## config.mk

```make
export PLATFORM = sky130hd
export DESIGN_NAME = ptmr_top
export DESIGN_NICKNAME = d
export VERILOG_FILES = /design/src/rtl/ptmr_pkg.sv /design/src/rtl/ptmr_pin_sync.sv /design/src/rtl/ptmr_core.sv /design/src/rtl/ptmr_aux.sv /design/src/rtl/ptmr_top.sv
export SDC_FILE = /design/constraint.sdc
export NUM_CORES = 1
export LEC_CHECK = 0
export BUFFER_PORTS_ARGS = -buffer_cell sky130_fd_sc_hd__buf_2
export CAP_MARGIN = 40
export CORE_MARGIN = 5
export CORE_UTILIZATION = 52
export CTS_CLUSTER_SIZE = 14
export DETAILED_ROUTE_END_ITERATION = 10
export GPL_TIMING_DRIVEN = 0
export HOLD_SLACK_MARGIN = 0.08
export PLACE_DENSITY = 0.81
export REMOVE_ABC_BUFFERS = 1
export SLEW_MARGIN = 20
export SYNTH_ARGS = -nofsm -noshare
export SYNTH_HDL_FRONTEND = slang
export SYNTH_SLANG_ARGS = --single-unit
```

## constraint.sdc

```tcl
create_clock -name clk -period 3.7 [get_ports clk]
set_clock_uncertainty 0.2 [all_clocks]
set_input_delay 0.74 -clock clk [delete_from_list [all_inputs] [get_ports clk]]
set_output_delay 0.74 -clock clk [all_outputs]
set_load 0.01 [all_outputs]
```

## src/rtl/ptmr_pkg.sv

```systemverilog
package ptmr_pkg;

    localparam int unsigned AUX_COUNT = 2;

    typedef enum logic [1:0] {
        AUX_IDLE    = 2'b00,
        AUX_CAPTURE = 2'b01,
        AUX_RELOAD  = 2'b10,
        AUX_SPARE   = 2'b11
    } aux_mode_e;

    typedef enum logic [1:0] {
        SEL_NONE = 2'b00,
        SEL_RISE = 2'b01,
        SEL_FALL = 2'b10,
        SEL_BOTH = 2'b11
    } edge_sel_e;

    typedef struct packed {
        logic rise;
        logic fall;
    } edge_ev_t;

    function automatic logic edge_match(input logic [1:0] sel, input edge_ev_t ev);
        case (edge_sel_e'(sel))
            SEL_RISE: return ev.rise;
            SEL_FALL: return ev.fall;
            SEL_BOTH: return ev.rise | ev.fall;
            default:  return 1'b0;
        endcase
    endfunction

endpackage

```

## src/rtl/ptmr_pin_sync.sv

```systemverilog
module ptmr_pin_sync
    import ptmr_pkg::*;
(
    input  logic     clk,
    input  logic     rst,
    input  logic     pin,
    output edge_ev_t ev
);
    logic meta_q, sync_q, last_q;

    always_ff @(posedge clk) begin
        if (rst) begin
            meta_q <= 1'b0;
            sync_q <= 1'b0;
            last_q <= 1'b0;
        end else begin
            meta_q <= pin;
            sync_q <= meta_q;
            last_q <= sync_q;
        end
    end

    always_comb begin
        ev.rise = sync_q & ~last_q;
        ev.fall = ~sync_q & last_q;
    end
endmodule

```

## src/rtl/ptmr_core.sv

```systemverilog
module ptmr_core
    import ptmr_pkg::*;
#(
    parameter int unsigned W = 16
) (
    input  logic         clk,
    input  logic         rst,
    input  logic         cnt_en,
    input  logic         dir_down,
    input  logic         wr,
    input  logic [W-1:0] wdata,
    input  logic         reload_fire,
    input  logic [W-1:0] reload_val,
    output logic [W-1:0] cnt,
    output logic         tgl,
    output edge_ev_t     tgl_ev
);
    localparam logic [W-1:0] CNT_TOP = '1;
    localparam logic [W-1:0] CNT_BOT = '0;
    localparam logic [W-1:0] ONE     = {{(W-1){1'b0}}, 1'b1};

    logic [W-1:0] cnt_q, step_val;
    logic         tgl_q, wrap_ev;

    always_comb begin
        step_val = dir_down ? (cnt_q - ONE) : (cnt_q + ONE);
        wrap_ev  = cnt_en & ~wr & (dir_down ? (cnt_q == CNT_BOT) : (cnt_q == CNT_TOP));
        tgl_ev.rise = wrap_ev & ~tgl_q;
        tgl_ev.fall = wrap_ev & tgl_q;
    end

    always_ff @(posedge clk) begin
        if (rst) begin
            cnt_q <= '0;
            tgl_q <= 1'b0;
        end else begin
            if (wr)               cnt_q <= wdata;
            else if (reload_fire) cnt_q <= reload_val;
            else if (cnt_en)      cnt_q <= step_val;
            if (wrap_ev)          tgl_q <= ~tgl_q;
        end
    end

    assign cnt = cnt_q;
    assign tgl = tgl_q;
endmodule

```

## src/rtl/ptmr_aux.sv

```systemverilog
module ptmr_aux
    import ptmr_pkg::*;
#(
    parameter int unsigned W = 16
) (
    input  logic         clk,
    input  logic         rst,
    input  logic [1:0]   mode,
    input  logic [1:0]   pin_sel,
    input  logic [1:0]   tgl_sel,
    input  logic         pin_rl_en,
    input  logic         wr,
    input  logic [W-1:0] wdata,
    input  edge_ev_t     pin_ev,
    input  edge_ev_t     tgl_ev,
    input  logic [W-1:0] core_cnt,
    output logic [W-1:0] val,
    output logic         reload_req
);
    logic [W-1:0] val_q;
    logic         pin_hit, grab;

    always_comb begin
        pin_hit    = edge_match(pin_sel, pin_ev);
        grab       = (aux_mode_e'(mode) == AUX_CAPTURE) && pin_hit;
        reload_req = (aux_mode_e'(mode) == AUX_RELOAD) &&
                     ((pin_rl_en && pin_hit) || edge_match(tgl_sel, tgl_ev));
    end

    always_ff @(posedge clk) begin
        if (rst)       val_q <= '0;
        else if (wr)   val_q <= wdata;
        else if (grab) val_q <= core_cnt;
    end

    assign val = val_q;
endmodule

```

## src/rtl/ptmr_top.sv

```systemverilog
module ptmr_top
    import ptmr_pkg::*;
#(
    parameter int unsigned W = 16
) (
    input  logic                 clk,
    input  logic                 rst,
    input  logic                 cnt_en,
    input  logic                 dir_down,
    input  logic                 core_wr,
    input  logic [W-1:0]         core_wdata,
    input  logic [1:0]           aux_wr,
    input  logic [2*W-1:0]       aux_wdata,
    input  logic [3:0]           aux_mode,
    input  logic [3:0]           aux_pin_sel,
    input  logic [3:0]           aux_tgl_sel,
    input  logic [1:0]           aux_pin_rl_en,
    input  logic [1:0]           aux_pin,
    output logic [W-1:0]         core_cnt,
    output logic                 tgl_out,
    output logic [2*W-1:0]       aux_val
);
    edge_ev_t               tgl_ev;
    edge_ev_t               pin_ev     [AUX_COUNT];
    logic [W-1:0]           aux_q      [AUX_COUNT];
    logic [AUX_COUNT-1:0]   reload_req;
    logic                   reload_fire;
    logic [W-1:0]           reload_val;

    ptmr_core #(.W(W)) u_core (
        .clk         (clk),
        .rst         (rst),
        .cnt_en      (cnt_en),
        .dir_down    (dir_down),
        .wr          (core_wr),
        .wdata       (core_wdata),
        .reload_fire (reload_fire),
        .reload_val  (reload_val),
        .cnt         (core_cnt),
        .tgl         (tgl_out),
        .tgl_ev      (tgl_ev)
    );

    for (genvar g = 0; g < AUX_COUNT; g++) begin : g_aux
        ptmr_pin_sync u_sync (
            .clk (clk),
            .rst (rst),
            .pin (aux_pin[g]),
            .ev  (pin_ev[g])
        );

        ptmr_aux #(.W(W)) u_aux (
            .clk        (clk),
            .rst        (rst),
            .mode       (aux_mode[2*g +: 2]),
            .pin_sel    (aux_pin_sel[2*g +: 2]),
            .tgl_sel    (aux_tgl_sel[2*g +: 2]),
            .pin_rl_en  (aux_pin_rl_en[g]),
            .wr         (aux_wr[g]),
            .wdata      (aux_wdata[W*g +: W]),
            .pin_ev     (pin_ev[g]),
            .tgl_ev     (tgl_ev),
            .core_cnt   (core_cnt),
            .val        (aux_q[g]),
            .reload_req (reload_req[g])
        );

        assign aux_val[W*g +: W] = aux_q[g];
    end

    // lowest index wins when several helpers request together
    always_comb begin
        reload_fire = 1'b0;
        reload_val  = '0;
        for (int i = AUX_COUNT - 1; i >= 0; i--) begin
            if (reload_req[i]) begin
                reload_fire = 1'b1;
                reload_val  = aux_q[i];
            end
        end
    end
endmodule

```

==> qor.csv, run 1 <==
stage,metric,value,unit
yosys,"top cells by area, synth","dfxtp_1 (29%), nor2_1 (10%), mux2i_1 (10%)",
drt,Post-Route WL,11240,um
floorplan,Rows,31,
sta,crit share post-route,94.90,%
cts,Post-CTS Repair Setup Buffers,0,
sta,max-slew violations,0,
yosys,most frequent cell after synthesis,nor2_1,
placed_design,Setup WS pre-CTS,-0.4105,ns
yosys,cell count after synthesis,492,
layout,FILL cells,652,
cts,# H-tree levels,2,
drt,initial DRC count,211,
yosys,Cell variety after synth,66,
power,Leakage,2.062,nW
run_status,status,finished clean,
cts,clock buffer count from CTS,5,
power,Clk pwr share,26.2,%
sta,RSZ-0062 raised after global routing,no,
sta,fmax,284.8,MHz
yosys,cell area after synthesis,0.003787,mm2
power,Power Density,347.2,mW/mm2
placed_design,post-DP HPWL,8285,um
critical_path,RR Endpoint,u_core.cnt[11],
critical_path,CP Capture Type,flop,
yosys,post-synthesis sequential area ratio,29.07,%
worst_hold_path,hold depth,1,
yosys,top cell type's share of synthesized area,29.07,%
critical_path,reg2reg start,g_aux[0].u_sync.last_q,
cts,clock buffer depth,2,
power,Logic pwr share,30.2,%
critical_path,worst-path maximum fanout,27,
grt,number of global-route vias before repair,3702,
layout,Non-Filler Instances,694,
run,maxcap violations,0,
critical_path,Critical Path RT,3.71,ns
sta,Tightest Pin Transition,0.8709,ns
cts,clock insertion delay at the later pin of the skew report,0.32,ns
critical_path,worst r2r path cells,9,
layout,Area Overhead vs Synth,20.38,%
drt,vias per cell,5.738,
layout,multi-input logic area,0.002509,mm2
layout,ant diodes,0,
yosys,ys flop type,dfxtp_1,
power,Int Pwr,1.051,mW
yosys,"Avg Cell Area, Syn",7.698,um2
cts,root buf cell,clkbuf_8,
power,Switching Share,33.57,%
worst_hold_path,Worst Hold Class,flop to flop,
floorplan,Horiz. Die Dim,95.35,um
grt,"Remaining Overflow, GRT",0,
placed_design,# placed instances,686,
drt,WL/cell,16.19,um
drt,DRT Pass-1 Iters,5,
worst_hold_path,Hold EP,g_aux[0].u_sync.sync_q,
floorplan,# IOs,120,
placed_design,GPL Wtd Cong,0.8899,
placed_design,Port Buffer Count,119,
drt,Antenna Nets Post-Route,0,
sta,relative slew slack,41.94,%
grt,first-pass GRT wire length,17590,um
grt,initial antenna violation count,0,
sta,Final Hold Viols,0,
floorplan,Core Footprint,0.007176,mm2
drt,vias,3982,
critical_path,critical path class,primary input to flop,
yosys,number of synthesized flops with an enable pin,0,
cts,"Gates resized, CTS repair",1,
worst_hold_path,Hold Startpoint,g_aux[0].u_sync.meta_q,
cts,CTS tree,yes,
drt,DRC viols,0,
critical_path,Critical Path AT,3.52,ns
floorplan,Initial Utilization,52.78,%
power,Reg power frac,43.7,%
sta,min cycle time layout,3.511,ns
yosys,Synth Warn #,0,
power,Sw Pwr,531.4,uW
yosys,cell taking the most area after synthesis,dfxtp_1,
layout,register area,0.001101,mm2
yosys,Post-synth top cells,"nor2_1 (103), dfxtp_1 (55), a21oi_1 (50), nand2_1 (39), mux2i_1 (38)",
yosys,Yosys reg bits,55,
power,Worst VDD drop,0.1946,mV
layout,Post-layout nets,684,
floorplan,die area,0.009091,mm2
sta,Final WS setup,0.1887,ns
layout,share of post-route cells with drive strength above 1,24.37,%
grt,total track usage,24.29,%
cts,Worst-path clk slew,0.10,ns
sta,endpoints failing setup,0,
grt,largest net degree at the start of global routing,33,
cts,clk sinks,55,
yosys,Async SR Flop Fraction,0,%
floorplan,chip height,95.35,um
critical_path,R2R Setup Slk,0.41,ns
cts,hold buffer count at cts,0,
critical_path,Startpoint Class,primary input,
[metal layers]
| layer | global-route usage (%) | share of wire, % | vias to the layer above | routed length, um |
|---|---|---|---|---|
| li1 | - | - | 1978 | - |
| met1 | 31.68 | 44 | 1849 | 4995 |
| met2 | 42.04 | 47 | 144 | 5331 |
| met3 | 3.473 | 6.8 | 11 | 760 |
| met4 | 6.010 | 1.3 | 0 | 150 |
| met5 | 0 | 0 | - | 0 |
[critical path, cell delays in order]
cell and delay, ns:
buf_2 0.44, or2b_4 0.24, nor3_2 0.06, a32oi_1 0.28, and2_1 0.75, nand3_2 0.59
o221ai_1 0.35, a21oi_1 0.06
[cell families (layout without fill, tap and decap cells)]
group	Yosys count	count (layout)	synth area share, %
AOI/OAI and AO/OA	126	126	22.56
DFF	55	55	29.07
muxes	38	38	10.04
and+or+nand+nor	200	200	24.48
buffers and inverters	46	149	5.517
adders and majority gates	19	19	6.475
xor gates and xnor gates	8	8	1.850
[placed cells by master, fill, tap and decap left out, drive strengths merged, types with 3 or more instances in the layout]
| master | instances |
|---|---|
| xor2 | 3 |
| and3 | 4 |
| inv | 16 |
| o31a | 3 |
| dfxtp | 55 |
| nor4 | 5 |
| o21ai | 17 |
| or3 | 5 |
| a311oi | 12 |
| o221ai | 5 |
| nor3 | 5 |
| ha | 18 |
| buf | 124 |
| a311o | 5 |
| nand2 | 39 |
| nand3 | 8 |
| nor2 | 103 |
| a21o | 5 |
| nand2b | 6 |
| a31oi | 4 |
| a211oi | 3 |
| nand4 | 4 |
| mux2i | 38 |
| a21oi | 50 |
| clkinv | 3 |
| xnor2 | 5 |
| nor2b | 9 |
| clkbuf | 5 |
[cell type report]
| class | count | share of cell area (%) |
|---|---|---|
| Multi-Input combinational cell | 391 | 55.02 |
| Sequential cell | 55 | 24.15 |
| Timing Repair Buffer | 124 | 14.24 |
| Tap cell | 99 | 2.717 |
| Clock buffer | 5 | 1.509 |
| Inverter | 17 | 1.400 |
| Clock inverter | 3 | 0.9605 |
[flip-flops by register name (all words and copies together) (netlist names)]
name / count
g_aux.u_aux.val: 32
u_core.cnt: 16
g_aux.u_sync.meta_q: 2
g_aux.u_sync.last_q: 2
u_core.tgl: 1
g_aux.u_sync.sync_q: 2
[power groups by stage]
stage / combinational (mW) / clock [mW] / sequential, mW
finish: 0.478 / 0.414 / 0.691
global route: 0.526 / 0.443 / 0.700
CTS: 0.474 / 0.421 / 0.690
detailed placement: 0.470 / 0 / 0.704
global placement: 0.451 / 0 / 0.701
floorplan: 0.284 / 0 / 0.707
[through the flow]
stage	setup TNS, ns	hold slack, ns	util (%)	area (um2)	power [mW]
3_3_place_gp	-33.35	0.2290	60.78	4362	1.152
4_1_cts	0	0.2558	63.54	4559	1.586
2_1_floorplan	-5.017	0.2138	-	3642	0.9916
6_report	0	0.2494	63.54	4559	1.583
5_1_grt	0	0.2673	63.54	4559	1.669
3_5_place_dp	-3.730	0.2262	61.90	4442	1.174
[how the worst max path moves through the flow]
stage	from	end	cells past startpoint	slack [ns]
after floorplan	aux_pin_sel[0]	g_aux[0].u_aux.val[0]	7	-0.31
after global placement	aux_pin_sel[0]	g_aux[0].u_aux.val[6]	8	-1.76
after detailed placement	core_wr	u_core.cnt[11]	8	-0.41
after CTS	core_wr	u_core.cnt[11]	8	0.23
after global routing	core_wr	u_core.cnt[15]	8	0.007
final	core_wr	u_core.cnt[11]	8	0.19
No activity file was read; power rests on OpenSTA's default activity.
==> inputs of run 2 (changes only) <==
--- a/config.mk
+++ b/config.mk
@@ -6,15 +6,13 @@
 export NUM_CORES = 1
 export LEC_CHECK = 0
 export BUFFER_PORTS_ARGS = -buffer_cell sky130_fd_sc_hd__buf_2
-export CAP_MARGIN = 40
 export CORE_MARGIN = 5
-export CORE_UTILIZATION = 52
+export CORE_UTILIZATION = 47
 export CTS_CLUSTER_SIZE = 14
 export DETAILED_ROUTE_END_ITERATION = 10
 export GPL_TIMING_DRIVEN = 0
 export HOLD_SLACK_MARGIN = 0.08
-export PLACE_DENSITY = 0.81
-export REMOVE_ABC_BUFFERS = 1
+export PLACE_DENSITY = 0.77
 export SLEW_MARGIN = 20
 export SYNTH_ARGS = -nofsm -noshare
 export SYNTH_HDL_FRONTEND = slang
==> constraint.sdc (replaced) <==
create_clock -name clk -period 3.1 [get_ports clk]
set_clock_uncertainty 0.2 [all_clocks]
set_input_delay 0.62 -clock clk [delete_from_list [all_inputs] [get_ports clk]]
set_output_delay 0.62 -clock clk [all_outputs]
set_load 0.01 [all_outputs]
==> qor.csv, run 2 (synthesized netlist as in run 1, its figures left out) <==
stage,metric,value,unit
grt,first-pass GRT wire length,20970,um
power,Sw Pwr,672.2,uW
grt,initial antenna violation count,0,
placed_design,Port Buffer Count,117,
floorplan,Initial Utilization,48.51,%
layout,Area Overhead vs Synth,22.17,%
drt,Antenna Nets Post-Route,0,
worst_hold_path,Worst Hold Class,flop to flop,
floorplan,Rows,32,
power,Logic pwr share,32.1,%
floorplan,Core Footprint,0.007807,mm2
cts,clk sinks,55,
layout,multi-input logic area,0.002511,mm2
power,Leakage,2.074,nW
sta,fmax,337.7,MHz
critical_path,Crit. Startpoint,dir_down,
sta,Hold Slack,0.2488,ns
cts,CTS tree,yes,
floorplan,chip height,99.77,um
critical_path,CP Capture Type,flop,
layout,max reg flops,32,
placed_design,Area after DPL,0.004501,mm2
sta,max-slew violations,0,
placed_design,GPL Wtd Cong,0.8822,
power,Worst VDD drop,0.2274,mV
cts,hold buffer count at cts,0,
critical_path,R2R Setup Slk,0.21,ns
drt,DRT Pass-1 Iters,5,
grt,"Remaining Overflow, GRT",0,
layout,"commonest non-fill, non-tap cell in the layout",buf_2,
drt,WL/cell,18.47,um
drt,vias,4233,
layout,FILL cells,770,
power,Int Pwr,1.183,mW
placed_design,post-DP HPWL,10290,um
cts,clock buffer depth,2,
critical_path,critical path class,primary input to flop,
run_status,status,finished clean,
cts,root buf cell,clkbuf_8,
layout,Post-layout nets,706,
sta,RSZ-0062 raised after global routing,no,
drt,initial DRC count,221,
layout,share of post-route cells with drive strength above 1,23.82,%
critical_path,crit path to,u_core.cnt[14],
run,maxcap violations,0,
critical_path,reg2reg start,u_core.cnt[1],
critical_path,worst r2r path cells,8,
critical_path,Critical Path RT,3.12,ns
grt,total track usage,26.58,%
cts,# H-tree levels,2,
sta,Tightest Pin Transition,0.6929,ns
sta,crit share post-route,95.52,%
critical_path,RR Endpoint,u_core.cnt[9],
layout,post-layout instance area,0.004627,mm2
drt,Post-Route WL,13280,um
power,Switching Share,36.24,%
layout,most frequent cells in the layout,"buf_2 (122), nor2_1 (103), dfxtp_1 (55)",
cts,clock insertion delay at the later pin of the skew report,0.32,ns
power,Reg power frac,45.0,%
yosys,syn_nets,582,
drt,DRC viols,0,
layout,ant diodes,0,
critical_path,Startpoint Class,primary input,
cts,Worst-path clk slew,0.11,ns
floorplan,# IOs,120,
cts,clock buffer count from CTS,5,
power,Power Density,400.9,mW/mm2
layout,fin util,59.26,%
sta,min cycle time layout,2.961,ns
critical_path,worst-path maximum fanout,18,
drt,vias per cell,5.887,
sta,relative slew slack,53.81,%
grt,number of global-route vias before repair,4219,
floorplan,die area,0.009953,mm2
power,Clk pwr share,22.8,%
sta,Final Hold Viols,0,
grt,largest net degree at the start of global routing,19,
layout,register area,0.001101,mm2
sta,endpoints failing setup,0,
critical_path,Critical Path AT,2.98,ns
floorplan,Horiz. Die Dim,99.77,um
## run 2: area by class of cell
cell class | instances | area share (%)
inverters | 17 | 1.379
flip-flops and latches | 55 | 23.80
plain buffers | 29 | 3.137
clock buffers | 6 | 1.568
multi-input cells | 391 | 54.27
repair buffers | 117 | 12.71
clock inverters | 2 | 0.3786
well taps | 102 | 2.758
## run 2: timing repair
| item | 4_1_cts | 5_1_grt |
|---|---|---|
| endpoints found under the hold margin | 0 | 0 |
| endpoints found under the setup margin | 1 | 13 |
| gates resized for setup | 1 | 4 |
| setup buffers | 0 | 0 |
## run 2: routing by layer
| layer | wire length, um | global-route usage (%) | part of all wire (%) |
|---|---|---|---|
| met1 | 5523 | 34.48 | 42 |
| met2 | 6233 | 44.18 | 47 |
| met3 | 1218 | 4.628 | 9.2 |
| met4 | 303 | 9.559 | 2.3 |
| met5 | 0 | 0 | 0 |
## run 2: worst min path at each step
stage	startpoint	slack [ns]	end	cells after the start
2_1_floorplan	g_aux[0].u_sync.meta_q	0.21	g_aux[0].u_sync.sync_q	1
3_3_place_gp	g_aux[0].u_sync.meta_q	0.22	g_aux[0].u_sync.sync_q	1
3_5_place_dp	g_aux[0].u_sync.meta_q	0.22	g_aux[0].u_sync.sync_q	1
4_1_cts	g_aux[0].u_sync.meta_q	0.25	g_aux[0].u_sync.sync_q	1
5_1_grt	g_aux[1].u_sync.meta_q	0.27	g_aux[1].u_sync.sync_q	1
6_report	g_aux[0].u_sync.meta_q	0.25	g_aux[0].u_sync.sync_q	1
## run 2: critical path, cell delays in order
cell and delay [ns]:
clkbuf_4 0.29, inv_1 0.11, fa_1 0.46, nor2b_1 0.21, o31a_1 0.21, o21ai_0 0.15
o31a_1 0.37, mux2i_1 0.19, a31oi_1 0.11, o221a_2 0.25
## run 2: power groups by stage
stage	logic [mW]	clock network [mW]	registers (mW)
after floorplan	0.371	0	0.842
after global placement	0.562	0	0.848
after detailed placement	0.577	0	0.849
after CTS	0.585	0.422	0.832
after global routing	0.661	0.451	0.840
final	0.596	0.424	0.836
## run 2: per-stage QoR
stage | TNS, ns | power (mW) | std cells | setup WS (ns)
2_1_floorplan | 0 | 1.212 | 492 | 0.2803
3_3_place_gp | -1.214 | 1.410 | 711 | -0.3795
3_5_place_dp | -1.598 | 1.426 | 711 | -0.3777
4_1_cts | 0 | 1.839 | 719 | 0.06395
5_1_grt | 0 | 1.952 | 719 | 0.03139
6_report | 0 | 1.855 | 719 | 0.1390
